`config.mk`:
```
export PLATFORM = sky130hd
export DESIGN_NAME = fpuStackMgr
export DESIGN_NICKNAME = d
export VERILOG_FILES = /design/src/rtl/fpuStackPkg.sv /design/src/rtl/fpuStackCtrl.sv /design/src/rtl/fpuStackData.sv /design/src/rtl/fpuStackMgr.sv
export SDC_FILE = /design/constraint.sdc
export NUM_CORES = 1
export LEC_CHECK = 0
export ABC_AREA = 1
export ABC_CLOCK_PERIOD_IN_PS = 3800
export BUFFER_PORTS_ARGS = -buffer_cell sky130_fd_sc_hd__buf_2
export CAP_MARGIN = 20
export CELL_PAD_IN_SITES_DETAIL_PLACEMENT = 0
export CELL_PAD_IN_SITES_GLOBAL_PLACEMENT = 1
export CORE_ASPECT_RATIO = 0.9
export CORE_UTILIZATION = 44
export CTS_CLUSTER_SIZE = 24
export DETAILED_ROUTE_END_ITERATION = 8
export GPL_ROUTABILITY_DRIVEN = 0
export PLACE_DENSITY_LB_ADDON = 0.1
export RECOVER_POWER = 100
export REMOVE_ABC_BUFFERS = 1
export SYNTH_ARGS = -nofsm -noshare
export SYNTH_HDL_FRONTEND = slang
export SYNTH_SLANG_ARGS = --single-unit
```
`constraint.sdc`:
```
create_clock -name clk -period 3.8 [get_ports clk]
set_clock_uncertainty 0.2 [all_clocks]
set_input_delay 0.76 -clock clk [delete_from_list [all_inputs] [get_ports clk]]
set_output_delay 0.76 -clock clk [all_outputs]
set_load 0.02 [all_outputs]
```
`src/rtl/fpuStackPkg.sv`:
```
package fpuStackPkg;
  localparam int STACK_DEPTH = 8;
  localparam int PTR_W       = $clog2(STACK_DEPTH);
  localparam int TAG_W       = 2;
  localparam int TAGWORD_W   = STACK_DEPTH * TAG_W;

  typedef enum logic [2:0] {
    OP_INIT    = 3'd0,
    OP_PUSH    = 3'd1,
    OP_POP     = 3'd2,
    OP_XCHG    = 3'd3,
    OP_FREE    = 3'd4,
    OP_FREEPOP = 3'd5,
    OP_INC     = 3'd6,
    OP_DEC     = 3'd7
  } stackOpT;

  localparam logic [TAG_W-1:0] TAG_EMPTY = 2'b11;

  typedef struct packed {
    logic             clearAll;
    logic             loadEn;
    logic [PTR_W-1:0] loadIdx;
    logic             swapEn;
    logic [PTR_W-1:0] swapIdxA;
    logic [PTR_W-1:0] swapIdxB;
    logic             freeEnA;
    logic [PTR_W-1:0] freeIdxA;
    logic             freeEnB;
    logic [PTR_W-1:0] freeIdxB;
  } stackStrobeT;
endpackage

```
`src/rtl/fpuStackCtrl.sv`:
```
module fpuStackCtrl
  import fpuStackPkg::*;
(
  input  logic                  clk,
  input  logic                  rstN,
  input  logic                  cmdValid,
  input  logic [2:0]            cmdOp,
  input  logic [PTR_W-1:0]      cmdSlot,
  input  logic [PTR_W-1:0]      rdSlot,
  input  logic [TAGWORD_W-1:0]  tagFlat,
  output logic [PTR_W-1:0]      topPtr,
  output logic [PTR_W-1:0]      rdIdx,
  output stackStrobeT           strobe,
  output logic                  stackFault
);
  logic [PTR_W-1:0] topQ, topD;
  logic [PTR_W-1:0] slotIdx, belowIdx, aboveIdx;
  logic             faultD, faultQ;
  stackOpT          opCode;

  function automatic logic [TAG_W-1:0] tagAt(input logic [PTR_W-1:0] idx);
    return tagFlat[{idx, 1'b0} +: TAG_W];
  endfunction

  assign opCode   = stackOpT'(cmdOp);
  assign slotIdx  = topQ + cmdSlot;
  assign belowIdx = topQ - 1'b1;
  assign aboveIdx = topQ + 1'b1;
  assign rdIdx    = topQ + rdSlot;

  always_comb begin
    strobe = '0;
    topD   = topQ;
    faultD = 1'b0;
    if (cmdValid) begin
      case (opCode)
        OP_INIT: begin
          strobe.clearAll = 1'b1;
          topD = '0;
        end
        OP_PUSH: begin
          topD           = belowIdx;
          strobe.loadEn  = 1'b1;
          strobe.loadIdx = belowIdx;
          faultD         = (tagAt(belowIdx) != TAG_EMPTY);
        end
        OP_POP: begin
          strobe.freeEnA  = 1'b1;
          strobe.freeIdxA = topQ;
          topD            = aboveIdx;
          faultD          = (tagAt(topQ) == TAG_EMPTY);
        end
        OP_XCHG: begin
          strobe.swapEn   = 1'b1;
          strobe.swapIdxA = topQ;
          strobe.swapIdxB = slotIdx;
        end
        OP_FREE: begin
          strobe.freeEnA  = 1'b1;
          strobe.freeIdxA = slotIdx;
        end
        OP_FREEPOP: begin
          strobe.freeEnA  = 1'b1;
          strobe.freeIdxA = slotIdx;
          strobe.freeEnB  = 1'b1;
          strobe.freeIdxB = topQ;
          topD            = aboveIdx;
        end
        OP_INC:  topD = aboveIdx;
        OP_DEC:  topD = belowIdx;
        default: topD = topQ;
      endcase
    end
  end

  always_ff @(posedge clk) begin
    if (!rstN) begin
      topQ   <= '0;
      faultQ <= 1'b0;
    end else begin
      topQ   <= topD;
      faultQ <= faultD;
    end
  end

  assign topPtr     = topQ;
  assign stackFault = faultQ;
endmodule

```
`src/rtl/fpuStackData.sv`:
```
module fpuStackData
  import fpuStackPkg::*;
#(
  parameter int DATA_W = 16
) (
  input  logic                  clk,
  input  logic                  rstN,
  input  stackStrobeT           strobe,
  input  logic [DATA_W-1:0]     pushData,
  input  logic [TAG_W-1:0]      pushTag,
  input  logic [PTR_W-1:0]      rdIdx,
  output logic [TAGWORD_W-1:0]  tagFlat,
  output logic [DATA_W-1:0]     rdData,
  output logic [TAG_W-1:0]      rdTag
);
  logic [TAG_W-1:0]  tagQ  [STACK_DEPTH];
  logic [DATA_W-1:0] dataQ [STACK_DEPTH];

  always_ff @(posedge clk) begin
    if (!rstN) begin
      for (int i = 0; i < STACK_DEPTH; i++) begin
        tagQ[i]  <= TAG_EMPTY;
        dataQ[i] <= '0;
      end
    end else if (strobe.clearAll) begin
      for (int i = 0; i < STACK_DEPTH; i++) tagQ[i] <= TAG_EMPTY;
    end else begin
      for (int i = 0; i < STACK_DEPTH; i++) begin
        if (strobe.loadEn && strobe.loadIdx == PTR_W'(i)) begin
          tagQ[i]  <= pushTag;
          dataQ[i] <= pushData;
        end
        if (strobe.swapEn) begin
          if (strobe.swapIdxA == PTR_W'(i)) begin
            tagQ[i]  <= tagQ[strobe.swapIdxB];
            dataQ[i] <= dataQ[strobe.swapIdxB];
          end else if (strobe.swapIdxB == PTR_W'(i)) begin
            tagQ[i]  <= tagQ[strobe.swapIdxA];
            dataQ[i] <= dataQ[strobe.swapIdxA];
          end
        end
        if ((strobe.freeEnA && strobe.freeIdxA == PTR_W'(i)) ||
            (strobe.freeEnB && strobe.freeIdxB == PTR_W'(i)))
          tagQ[i] <= TAG_EMPTY;
      end
    end
  end

  genvar g;
  generate
    for (g = 0; g < STACK_DEPTH; g++) begin : gPack
      assign tagFlat[g*TAG_W +: TAG_W] = tagQ[g];
    end
  endgenerate

  assign rdData = dataQ[rdIdx];
  assign rdTag  = tagQ[rdIdx];
endmodule

```
`src/rtl/fpuStackMgr.sv`:
```
module fpuStackMgr
  import fpuStackPkg::*;
#(
  parameter int DATA_W   = 16,
  parameter int STATUS_W = 16,
  parameter int TOP_LSB  = 11
) (
  input  logic                  clk,
  input  logic                  rstN,
  input  logic                  cmdValid,
  input  logic [2:0]            cmdOp,
  input  logic [PTR_W-1:0]      cmdSlot,
  input  logic [DATA_W-1:0]     pushData,
  input  logic [TAG_W-1:0]      pushTag,
  input  logic [PTR_W-1:0]      rdSlot,
  output logic [PTR_W-1:0]      rdPhys,
  output logic [DATA_W-1:0]     rdData,
  output logic [TAG_W-1:0]      rdTag,
  output logic [PTR_W-1:0]      topPtr,
  output logic [TAGWORD_W-1:0]  tagWord,
  input  logic [STATUS_W-1:0]   statusIn,
  output logic [STATUS_W-1:0]   statusOut,
  output logic                  stackFault
);
  stackStrobeT strobe;

  fpuStackCtrl uCtrl (
    .clk(clk), .rstN(rstN), .cmdValid(cmdValid), .cmdOp(cmdOp),
    .cmdSlot(cmdSlot), .rdSlot(rdSlot), .tagFlat(tagWord),
    .topPtr(topPtr), .rdIdx(rdPhys), .strobe(strobe), .stackFault(stackFault)
  );

  fpuStackData #(.DATA_W(DATA_W)) uData (
    .clk(clk), .rstN(rstN), .strobe(strobe), .pushData(pushData),
    .pushTag(pushTag), .rdIdx(rdPhys), .tagFlat(tagWord),
    .rdData(rdData), .rdTag(rdTag)
  );

  always_comb begin
    statusOut = statusIn;
    statusOut[TOP_LSB +: PTR_W] = topPtr;
  end
endmodule

```
==> run metrics <==
Post-synth top cells=nand2_1 (721), nand3_1 (470), inv_1 (161); slowest CP cell=fa_2; Synth area leader=edfxtp_1; largest cells by area after synthesis=edfxtp_1 (31%), nand2_1 (19%), nand3_1 (17%), a21oi_1 (4.9%), inv_1 (4.3%); VDD IR-drop max=between 0.0002 and 0.0003 V; sequential fraction of the synthesis area=31.7%; worst min path class=input port to flip-flop; core area=0.0310 mm²; Worst path max stage delay=0.56 ns; Setup TNS=0 ns; clock tree from TritonCTS=done; DRT Pass-1 Iters=8; Buf+Inv Stages, Crit Path=4; pin count of the biggest net entering global routing=82; wire length per cell=between 20 and 25 µm; std cell rows=61; Post-synth top flop=edfxtp_1; share of Yosys cell area claimed by the top area cell type=31.1%; fmax=269 MHz; Worst setup SP type=input port; Residual DRC=0; total grt overflow=0; Post-synth ARST share=0%; Sink Count=148; clk root buf=clkbuf_16; final core utilization=between 40% and 50%; status=complete, no violations; CTS buffer count=17; DIE WIDTH=~190 µm; Die Ht=171 µm; syn_area_per_cell=6.43 µm²; H-tree Lvls=4; crit-path cells=buf_2, ha_4, fa_2, inv_1, buf_12, o21ai_0, nor2_1, a31oi_1, clkbuf_2; Syn Inst Count=2164; vias in the first global route=14800; most common cell in the netlist=nand2_1; Final min period=~3.7 ns; Slew @ Worst Pin=1.06 ns; port bufs=73; critical setup path kind=input port to primary output; final setup fails=0; Hold WS=roughly 0.45 ns; Worst EP required=between 2 and 3 ns; Crit path max-delay family=adder cells; global-route wire length before repair=about 90000 µm; Final ANT Viol Nets=0; Non-Filler Instances=2600; total of max-cap violations=0; CP max FO=16; Yosys reg bits=148; Initial Utilization=44.9%; Clock Path Buffers=2; layout cells sized above 1=roughly a tenth; Crit. End Element=primary output; synthesized cell area=0.0139 mm²; half-perimeter wire length after placement=38700 µm; Final Net Count=2230; die area=0.0323 mm²; leakage power=about 6.9 nW; ANT cells=0; initial antenna violation count=0; Netlist cell types=45; Post-Layout Inst Area=0.0152 mm²; Post-CTS Resized=0; Reg clk slew, reported paths=0.07 ns; unrepaired setup endpoints after global routing=no; Worst-Skew Late Latency=0.45 ns; cell area power density=339 mW/mm²; Max-slew headroom=roughly 30%; total track usage=38.4%; io pins=between 100 and 150; period utilisation layout=a little over nine tenths; Post-CTS Setup Repair Bufs=0; number of synthesized flops with an enable pin=144; Final Hold Viols=0; Detailed Route Iter0 Violations=2365; DP Area=around 0.015 mm²; Slew Limit Fails=0; vias=16100; hold_buf cts=0; Via-to-Cell Ratio=6.20; placed cells=2568; drt total wl=62200 µm; Layout Area Growth over Synthesis=9.12%; CP Data Arrival Time=roughly 2.8 ns; Ys Warns=0
==> cell families (layout without fill, tap and decap cells) <==
group | count (synthesis) | in the layout | share of synthesized area (%)
AOI/OAI and AO/OA | 329 | 329 | 13.1
xor gates and xnor gates | 3 | 3 | 0.189
DFF | 148 | 148 | 31.7
and+or+nand+nor | 1317 | 1317 | 41.9
buffers and inverters | 345 | 372 | 11.3
adders and majority gates | 6 | 6 | 0.648
muxes | 16 | 16 | 1.15
==> layer usage <==
metal / vias up / part of all wire [%] / global-route usage [%]
met5: - / 0 / 0
li1: 7305 / - / -
met2: 1128 / 43 / 59.1
met1: 7461 / 39 / 51.0
met4: 0 / 5.1 / 19.1
met3: 220 / 12 / 8.31
==> power by group <==
group	total (W)	leakage (nW)	internal (W)	switching (W)
Clock	0.00185	0.289	0.00110	0.000751
Combinational	0.00137	5.17	0.000400	0.000971
Sequential	0.00193	1.47	0.00187	0.0000585
==> worst register-to-register path, cell delays in order, from the launching register on <==
cell and delay, ns:
dfxtp_1 0.34, buf_4 0.20, inv_1 0.09, fa_1 0.58, inv_1 0.16, nand2_1 0.27
nor2_2 0.44, nand3_1 0.17, nand4_1 0.26, clkbuf_2 0.58
==> layout by cell type (no fill, tap or decap), types with 18 or more instances in the layout <==
cell,netlist,layout
o21ai_1,23,22
o211ai_1,37,37
buf_4,27,53
edfxtp_1,144,144
nand3_1,470,470
buf_2,58,39
clkbuf_2,3,25
nand2_1,721,721
inv_1,161,162
nor2_1,65,70
o21ai_0,89,90
clkbuf_1,44,36
a21oi_1,137,137
a31oi_1,18,18
==> sequential cells by signal, summed over array words and instances, names as in the netlist <==
signal and cells:
uCtrl.stackFault 1, uCtrl.topPtr 3, uData.dataQ 128, uData.tagQ 16
==> metrics by stage <==
step,power (W),setup WS [ns]
3_5_place_dp,0.00333,-0.0118
6_report,0.00515,0.0816
2_1_floorplan,0.00275,-2.52
4_1_cts,0.00516,0.106
5_1_grt,0.00532,0.0338
3_3_place_gp,0.00332,0.0689
==> area by class of cell <==
cell class / instances / area (µm²)
fillers: 3263 / 15800
multi-input cells: 1671 / 7900
flip-flops and latches: 148 / 4410
repair buffers: 163 / 1060
inverters: 177 / 677
well taps: 409 / 512
clock buffers: 19 / 433
clock inverters: 13 / 183
==> worst paths after layout <==
path	from	endpoint	slack, ns	depth (start not counted)
max reg2reg	uCtrl.topPtr[1]	uData.dataQ[6][5]	0.14	9
min	cmdValid	uCtrl.stackFault	0.45	3
min reg2reg	uCtrl.topPtr[1]	uCtrl.topPtr[1]	0.57	3
max	rdSlot[0]	rdTag[0]	0.08	9
Power figures use the tool's default switching activity.
